$ cat src/rtl/tbr_pkg.sv
package tbr_pkg;

  localparam int RS_W  = 4;
  localparam int IDX_W = 4;

  typedef struct packed {
    logic             valid;
    logic [IDX_W-1:0] idx;
  } tap_sel_t;

  // Rate code to divider bit. Code 0 selects nothing. Codes 1 and 2 reach the
  // slow bits 6 and 7, code 3 reaches bit 1, and from code 4 onwards the bit
  // index is the code minus two.
  function automatic tap_sel_t map_rate(input logic [RS_W-1:0] rs);
    tap_sel_t s;
    s.valid = 1'b1;
    case (rs)
      4'd0:    begin s.valid = 1'b0; s.idx = '0;    end
      4'd1:    s.idx = 4'd6;
      4'd2:    s.idx = 4'd7;
      4'd3:    s.idx = 4'd1;
      default: s.idx = rs - 4'd2;
    endcase
    return s;
  endfunction

endpackage

$ cat src/rtl/tbr_osc_ctl.sv
module tbr_osc_ctl (
  input  logic       tb_en,
  input  logic [2:0] osc_field,
  output logic       adv,
  output logic       clr
);

  // Hold when the two upper bits are set; run only for the single pattern 010.
  logic run_mode;

  always_comb begin
    clr      = (osc_field[2:1] == 2'b11);
    run_mode = (osc_field == 3'b010);
    adv      = run_mode & tb_en;
  end

endmodule

$ cat src/rtl/tbr_divider.sv
module tbr_divider #(
  parameter int STAGES = 15
) (
  input  logic              clk,
  input  logic              rst,
  input  logic              adv,
  input  logic              clr,
  output logic [STAGES-1:0] cnt_nxt,
  output logic [STAGES-1:0] rise,
  output logic              wrap
);

  logic [STAGES-1:0] cnt;
  logic [STAGES-1:0] cnt_inc;

  always_comb begin
    cnt_inc = cnt + 1'b1;
    if (rst || clr)  cnt_nxt = '0;
    else if (adv)    cnt_nxt = cnt_inc;
    else             cnt_nxt = cnt;
    // Bits that go from 0 to 1 because of this increment.
    rise = (adv && !clr) ? (cnt_inc & ~cnt) : '0;
    wrap = adv && !clr && (&cnt);
  end

  always_ff @(posedge clk) begin
    cnt <= cnt_nxt;
  end

  assert_hold_clears_R3: assert property (@(posedge clk) disable iff (rst)
    clr |=> (cnt == '0));

  assert_off_freezes_R4: assert property (@(posedge clk) disable iff (rst)
    (!adv && !clr) |=> (cnt == $past(cnt)));

  assert_step_R2: assert property (@(posedge clk) disable iff (rst)
    (adv && !clr) |=> (cnt == STAGES'($past(cnt) + 1'b1)));

  assert_rise_onehot_R8: assert property (@(posedge clk) disable iff (rst)
    $onehot0(rise));

endmodule

$ cat src/rtl/tbr_tap_mux.sv
module tbr_tap_mux
  import tbr_pkg::*;
#(
  parameter int STAGES = 15
) (
  input  logic              clk,
  input  logic              rst,
  input  logic [RS_W-1:0]   rate_sel,
  input  logic              sqw_en,
  input  logic              pie_en,
  input  logic [STAGES-1:0] cnt_nxt,
  input  logic [STAGES-1:0] rise,
  input  logic              wrap,
  output logic              sqw_out,
  output logic              periodic_pulse,
  output logic              second_tick
);

  localparam int NUM_RS = 1 << RS_W;

  logic [NUM_RS-1:0] lvl;
  logic [NUM_RS-1:0] edg;

  for (genvar g = 0; g < NUM_RS; g++) begin : g_rs
    localparam tap_sel_t SEL = map_rate(RS_W'(g));
    if (SEL.valid) begin : g_tap
      assign lvl[g] = cnt_nxt[SEL.idx];
      assign edg[g] = rise[SEL.idx];
    end else begin : g_none
      assign lvl[g] = 1'b0;
      assign edg[g] = 1'b0;
    end
  end

  // Bits of the divider that no rate code reaches.
  logic unused_bits;
  assign unused_bits = ^{cnt_nxt[0], cnt_nxt[STAGES-1], rise[0], rise[STAGES-1]};

  always_ff @(posedge clk) begin
    if (rst) begin
      sqw_out        <= 1'b0;
      periodic_pulse <= 1'b0;
      second_tick    <= 1'b0;
    end else begin
      sqw_out        <= sqw_en & lvl[rate_sel];
      periodic_pulse <= pie_en & edg[rate_sel];
      second_tick    <= wrap;
    end
  end

  assert_sqw_gate_R7: assert property (@(posedge clk) disable iff (rst)
    !sqw_en |=> !sqw_out);

  assert_rs_zero_R6: assert property (@(posedge clk) disable iff (rst)
    (rate_sel == '0) |=> (!sqw_out && !periodic_pulse));

  assert_pulse_single_R8: assert property (@(posedge clk) disable iff (rst)
    periodic_pulse |=> !periodic_pulse);

endmodule

$ cat src/rtl/tbase_rate_gen.sv
module tbase_rate_gen
  import tbr_pkg::*;
#(
  parameter int STAGES = 15
) (
  input  logic            clk,
  input  logic            rst,
  input  logic            tb_en,
  input  logic [2:0]      osc_ctl,
  input  logic [RS_W-1:0] rate_sel,
  input  logic            sqw_en,
  input  logic            pie_en,
  output logic            sqw_out,
  output logic            periodic_pulse,
  output logic            second_tick
);

  logic              adv;
  logic              clr;
  logic [STAGES-1:0] cnt_nxt;
  logic [STAGES-1:0] rise;
  logic              wrap;

  tbr_osc_ctl u_osc (
    .tb_en     (tb_en),
    .osc_field (osc_ctl),
    .adv       (adv),
    .clr       (clr)
  );

  tbr_divider #(.STAGES(STAGES)) u_div (
    .clk     (clk),
    .rst     (rst),
    .adv     (adv),
    .clr     (clr),
    .cnt_nxt (cnt_nxt),
    .rise    (rise),
    .wrap    (wrap)
  );

  tbr_tap_mux #(.STAGES(STAGES)) u_mux (
    .clk            (clk),
    .rst            (rst),
    .rate_sel       (rate_sel),
    .sqw_en         (sqw_en),
    .pie_en         (pie_en),
    .cnt_nxt        (cnt_nxt),
    .rise           (rise),
    .wrap           (wrap),
    .sqw_out        (sqw_out),
    .periodic_pulse (periodic_pulse),
    .second_tick    (second_tick)
  );

  assert_hold_quiet_R3: assert property (@(posedge clk) disable iff (rst)
    clr |=> (!periodic_pulse && !second_tick));

  assert_tick_single_R9: assert property (@(posedge clk) disable iff (rst)
    second_tick |=> !second_tick);

endmodule

$ cat config.mk
export PLATFORM = sky130hd
export DESIGN_NAME = tbase_rate_gen
export DESIGN_NICKNAME = d
export VERILOG_FILES = /design/src/rtl/tbr_pkg.sv /design/src/rtl/tbr_osc_ctl.sv /design/src/rtl/tbr_divider.sv /design/src/rtl/tbr_tap_mux.sv /design/src/rtl/tbase_rate_gen.sv
export SDC_FILE = /design/constraint.sdc
export NUM_CORES = 1
export LEC_CHECK = 0
export ABC_AREA = 1
export BUFFER_PORTS_ARGS = -buffer_cell sky130_fd_sc_hd__buf_2
export CAP_MARGIN = 10
export CORE_MARGIN = 1.5
export CORE_UTILIZATION = 35
export CTS_BUF_LIST = sky130_fd_sc_hd__clkbuf_8
export DETAILED_ROUTE_END_ITERATION = 6
export GPL_ROUTABILITY_DRIVEN = 0
export GPL_TIMING_DRIVEN = 0
export PLACE_DENSITY = 0.61
export SKIP_LAST_GASP = 1
export SLEW_MARGIN = 20
export SYNTH_ARGS = -nofsm -noshare
export SYNTH_HDL_FRONTEND = slang
export SYNTH_HIERARCHICAL = 1
export SYNTH_SLANG_ARGS = --single-unit
$ cat constraint.sdc
create_clock -name clk -period 2.32 [get_ports clk]
set_input_delay 0.116 -clock clk [delete_from_list [all_inputs] [get_ports clk]]
set_output_delay 0.116 -clock clk [all_outputs]
set_load 0.05 [all_outputs]
# ---- Word-level counts from Yosys, hierarchy flattened
# Index checks and enable logic that the tools add are counted.
dict set report op_classes {
  n_addsub 1
  bitwise_logic 5
  reduce_logical 5
  n_mux 7
  magnitude_cmp 1
  eq_ne 2
}
# operator count
set ops {}
lappend ops {{$mux W14} 3}
lappend ops {{$add A15 B1 Y15 const B} 1}
lappend ops {{$reduce_and A15 Y1} 1}
lappend ops {{$and A14 B14 Y14} 1}
lappend ops {{$not A14 Y14} 1}
lappend ops {{$bmux W1 S4} 2}
lappend ops {{$lt A4 B5 Y1 const B} 1}
lappend ops {{$and A1 B1 Y1} 3}
lappend ops {{$eq A3 B2 Y1 const B} 1}
lappend ops {{$eq A2 B2 Y1 const B} 1}
lappend ops {{$logic_and A1 B1 Y1} 2}
lappend ops {{$mux W1} 2}
lappend ops {{$logic_not A1 Y1} 1}
lappend ops {{$logic_or A1 B1 Y1} 1}
dict set report word_totals {
  inputBits 12
  out_inout_bits 3
  reg_bits 18
  elab_cells 26
}

# ---- Longest topological paths before layout
dict set report depth {
  ltp_word 7
  mapped_depth 15
  ltp_nobuf 15
}

# ---- Hierarchy
# Netlist, hierarchy kept.
# module instances cells_each seq_area_each_um2 area_each_um2
set by_module_without_submodules {}
lappend by_module_without_submodules {tbr_divider 1 164 300.3 1039.7}
lappend by_module_without_submodules {tbr_tap_mux 1 96 60.1 510.5}
lappend by_module_without_submodules {tbr_osc_ctl 1 7 0.0 26.3}

# ---- Worst setup path before layout
# Ideal clock, no wire load.
dict set report synth_timing {
  path_kind {register -> register}
  start {register u_div.cnt[0]}
  end {register u_mux.sqw_out}
  synth_period_minus_slack_ps 1755
  setup_slack_ps 565
  path_stages_with_launch 16
  setup_ps 64
  t_required_ps 2256
  n_path_buf 0
  arrival_ps 1691
  path_cell_list {dfxtp_1 -> ha_1 -> inv_1 -> nor2_1 -> nand3_1 -> inv_1 -> ha_1 -> nand2_1 -> o21ai_0 -> nor2_1 -> nand2_2 -> nand3_1 -> nand3_1 -> nand3_1 -> nand2_1 -> nor2_1}
}
dict set report synth_between {
  elab_chain_cells 6
}
# element line
set synth_lines {}
lappend synth_lines {{from (decl)} tbr_divider.sv:13} ;# logic [STAGES-1:0] cnt;
lappend synth_lines {{from (signal assigned)} tbr_divider.sv:27} ;# cnt <= cnt_nxt;
lappend synth_lines {{$add A15 B1 Y15} tbr_divider.sv:17} ;# cnt_inc = cnt + 1'b1;
lappend synth_lines {{$mux W14} tbr_divider.sv:19} ;# else if (adv) cnt_nxt = cnt_inc;
lappend synth_lines {{$mux W14} tbr_divider.sv:18} ;# if (rst || clr) cnt_nxt = '0;
lappend synth_lines {{via cnt_nxt[10]} tbase_rate_gen.sv:20} ;# logic [STAGES-1:0] cnt_nxt;
lappend synth_lines {{$bmux W1 S4} tbr_tap_mux.sv:45} ;# sqw_out <= sqw_en & lvl[rate_sel];
lappend synth_lines {{$mux W1 (not written as such)} tbr_tap_mux.sv:45}
lappend synth_lines {{$and A1 B1 Y1} tbr_tap_mux.sv:45}
lappend synth_lines {{to (signal assigned)} tbr_tap_mux.sv:45}
lappend synth_lines {{to (decl)} tbr_tap_mux.sv:14} ;# output logic sqw_out,
# The timed path passes the listed nets, and every way through them passes these cells. The select of a mux whose other input is x is not followed.
# A chain may end at the register's enable or synchronous reset.

# ---- Worst setup path after layout
# Ends and elaborated chain as after synthesis.

==> qor.yml <==
grtUsageTotal: 0.158
cts-root-buf: "clkbuf_8"
fin_crit_sh: 0.874
synthesis.nets: 291
rr_endpoint: "u_mux/sqw_out"
antennaDiodeCount: 0
drcViolationCount: 0
die_y_um: 69.9
clk_latency_ns: 0.25
post_cts_buffers: 0
cts_hold_buf: 0
finalHoldViolations: 0
grt_first_pass_wirelength_um: 6230
ff2ff_path_depth: 15
tns_ns: 0
worst-setup-path-type: "reg2reg"
place_area_um2: 1700
slew_violations: 0
rsz0062_at_grt: "false"
wirelength_um: 3400
finClkSkew_ns: 0.00232
cp.arrival_ns: 2.23
ctsResizeCount: 0
crit_required_ns: 2.52
detailed_place_hpwl_um: 2740
crit_path_end_kind: "register"
min_to: "u_mux/second_tick"
maxCapViolations: 0
gr-total-overflow: 0
finalSetupViolations: 0
drtIter0Drc: 72
worstMarginPinSlew_ns: 0.395
fillers: 509
antenna_found_initial: 0
reg2reg_slack_ns: 0.29
cts_tree: "done"
slew_headroom: 0.736
fin_nets: 309
wl_per_cell_um: 10.2
start_kind: "register"
vias_per_cell: 4.48
htreeDepth: 1
cp_max_fo: 6
die-area_um2: 4880
dr.pass1.iters: 4
cts.clk_slew.worst_paths_ns: 0.07
status: "complete, no violations"
grt_pass1_vias: 1421
yosysWarnings: 6
power_uw: 690
grt_start_max_net_pins: 11
pin_count: 15
ant_nets: 0
timing.fmax_mhz: 493
power.density_nw_per_um2: 394
area_delta_synth_final_pct: 11.8
clkSinkCount: 18
port_buffers: 13
syn_avg_cell_area_um2: 5.93
hp-class: "in2reg"
fin_area_um2: 1750
core_um2: 4320
initial_core_util: 0.362
die_x_um: 69.9
core.rowCount: 24
cts_buffers: 3
min_path_cells: 2
p_leak_nw: 0.770
hold_start: "rst"
drive_gt1_frac: 0.146
via_count: 1492
fin_crit_ns: 2.03
timing.rr.start: "u_div/cnt[0]"
syn_area_um2: 1570
syn_inst: 264
peakVddDrop_mv: 0.155
ctsLongestPathBuffers: 2
-- power breakdown --
group / internal, mW / total, mW / leakage [nW] / switching (mW)
registers: 0.316 / 0.322 / 0.146 / 0.00622
logic: 0.0393 / 0.105 / 0.595 / 0.0662
clock network: 0.151 / 0.262 / 0.0288 / 0.111
-- worst max-delay path by stage --
| stage | from | end | slack, ns |
|---|---|---|---|
| 5_1_grt | u_div/cnt[0] | u_mux/sqw_out | 0.02 |
| 2_1_floorplan | u_div/cnt[0] | u_mux/sqw_out | 0.59 |
| 4_1_cts | u_div/cnt[0] | u_mux/sqw_out | 0.27 |
| 3_3_place_gp | u_div/cnt[0] | u_mux/sqw_out | 0.30 |
| 3_5_place_dp | u_div/cnt[0] | u_mux/sqw_out | 0.29 |
| 6_report | u_div/cnt[0] | u_mux/sqw_out | 0.29 |
-- per-layer routing --
metal / GRT usage / share of wire
met2: 0.267 / 0.46
met5: 0 / 0
met3: 0.0173 / 0.027
met1: 0.210 / 0.50
met4: 0.0491 / 0.012
-- flip-flops by register name, indices dropped and copies added, names as in the netlist --
| name | flops |
|---|---|
| u_mux/sqw_out | 1 |
| u_mux/periodic_pulse | 1 |
| u_div/cnt | 15 |
| u_mux/second_tick | 1 |
-- metrics by stage --
stage               hold slack (ns)  instances  setup slack, ns   util
global placement              0.358        329            0.298  0.392
finish                       0.0857        333            0.293  0.405
detailed placement            0.361        329            0.292  0.392
CTS                          0.0821        333            0.267  0.405
floorplan                     0.187        264            0.587      -
global route                 0.0806        333           0.0225  0.405
-- layout make-up --
cell class	instances	area, um^2	area share
multi-input combinational	174	897	0.513
sequential	18	360	0.206
inverter	64	243	0.139
timing repair buffer	13	65.1	0.0372
buffer	8	65.1	0.0372
tap	52	65.1	0.0372
clock buffer	4	55.1	0.0315
-- cells in the final DEF, fill, tap and decap left out --
| cell type | n |
|---|---|
| inv_1 | 59 |
| nand2_1 | 58 |
| nor2_1 | 43 |
| nand3_1 | 20 |
| dfxtp_1 | 18 |
| buf_2 | 17 |
| o21ai_0 | 15 |
| ha_1 | 15 |
| a21oi_1 | 6 |
| clkbuf_8 | 4 |
| inv_2 | 4 |
| nand2_2 | 4 |
| nand3_2 | 3 |
| nor2_2 | 2 |
| nor3_1 | 2 |
| buf_6 | 2 |
| nand4_1 | 1 |
| and2_1 | 1 |
| inv_4 | 1 |
| buf_8 | 1 |
| buf_4 | 1 |
| o211ai_2 | 1 |
| a31oi_1 | 1 |
| nand3b_1 | 1 |
| a21oi_2 | 1 |
-- worst max-delay path, stage by stage, from the launching register on --
cell and delay (ns):
dfxtp_1 0.42, ha_1 0.17, inv_1 0.05, nor2_2 0.18, nand3_1 0.14, inv_1 0.07, ha_1 0.21, nand2_1 0.06
o21ai_0 0.07, nor2_1 0.19, nand2_1 0.08, nand3_1 0.07, nand3_1 0.07, nand3_1 0.08, nand2_1 0.05, nor2_1 0.07
(Power assumes the default switching activity.)
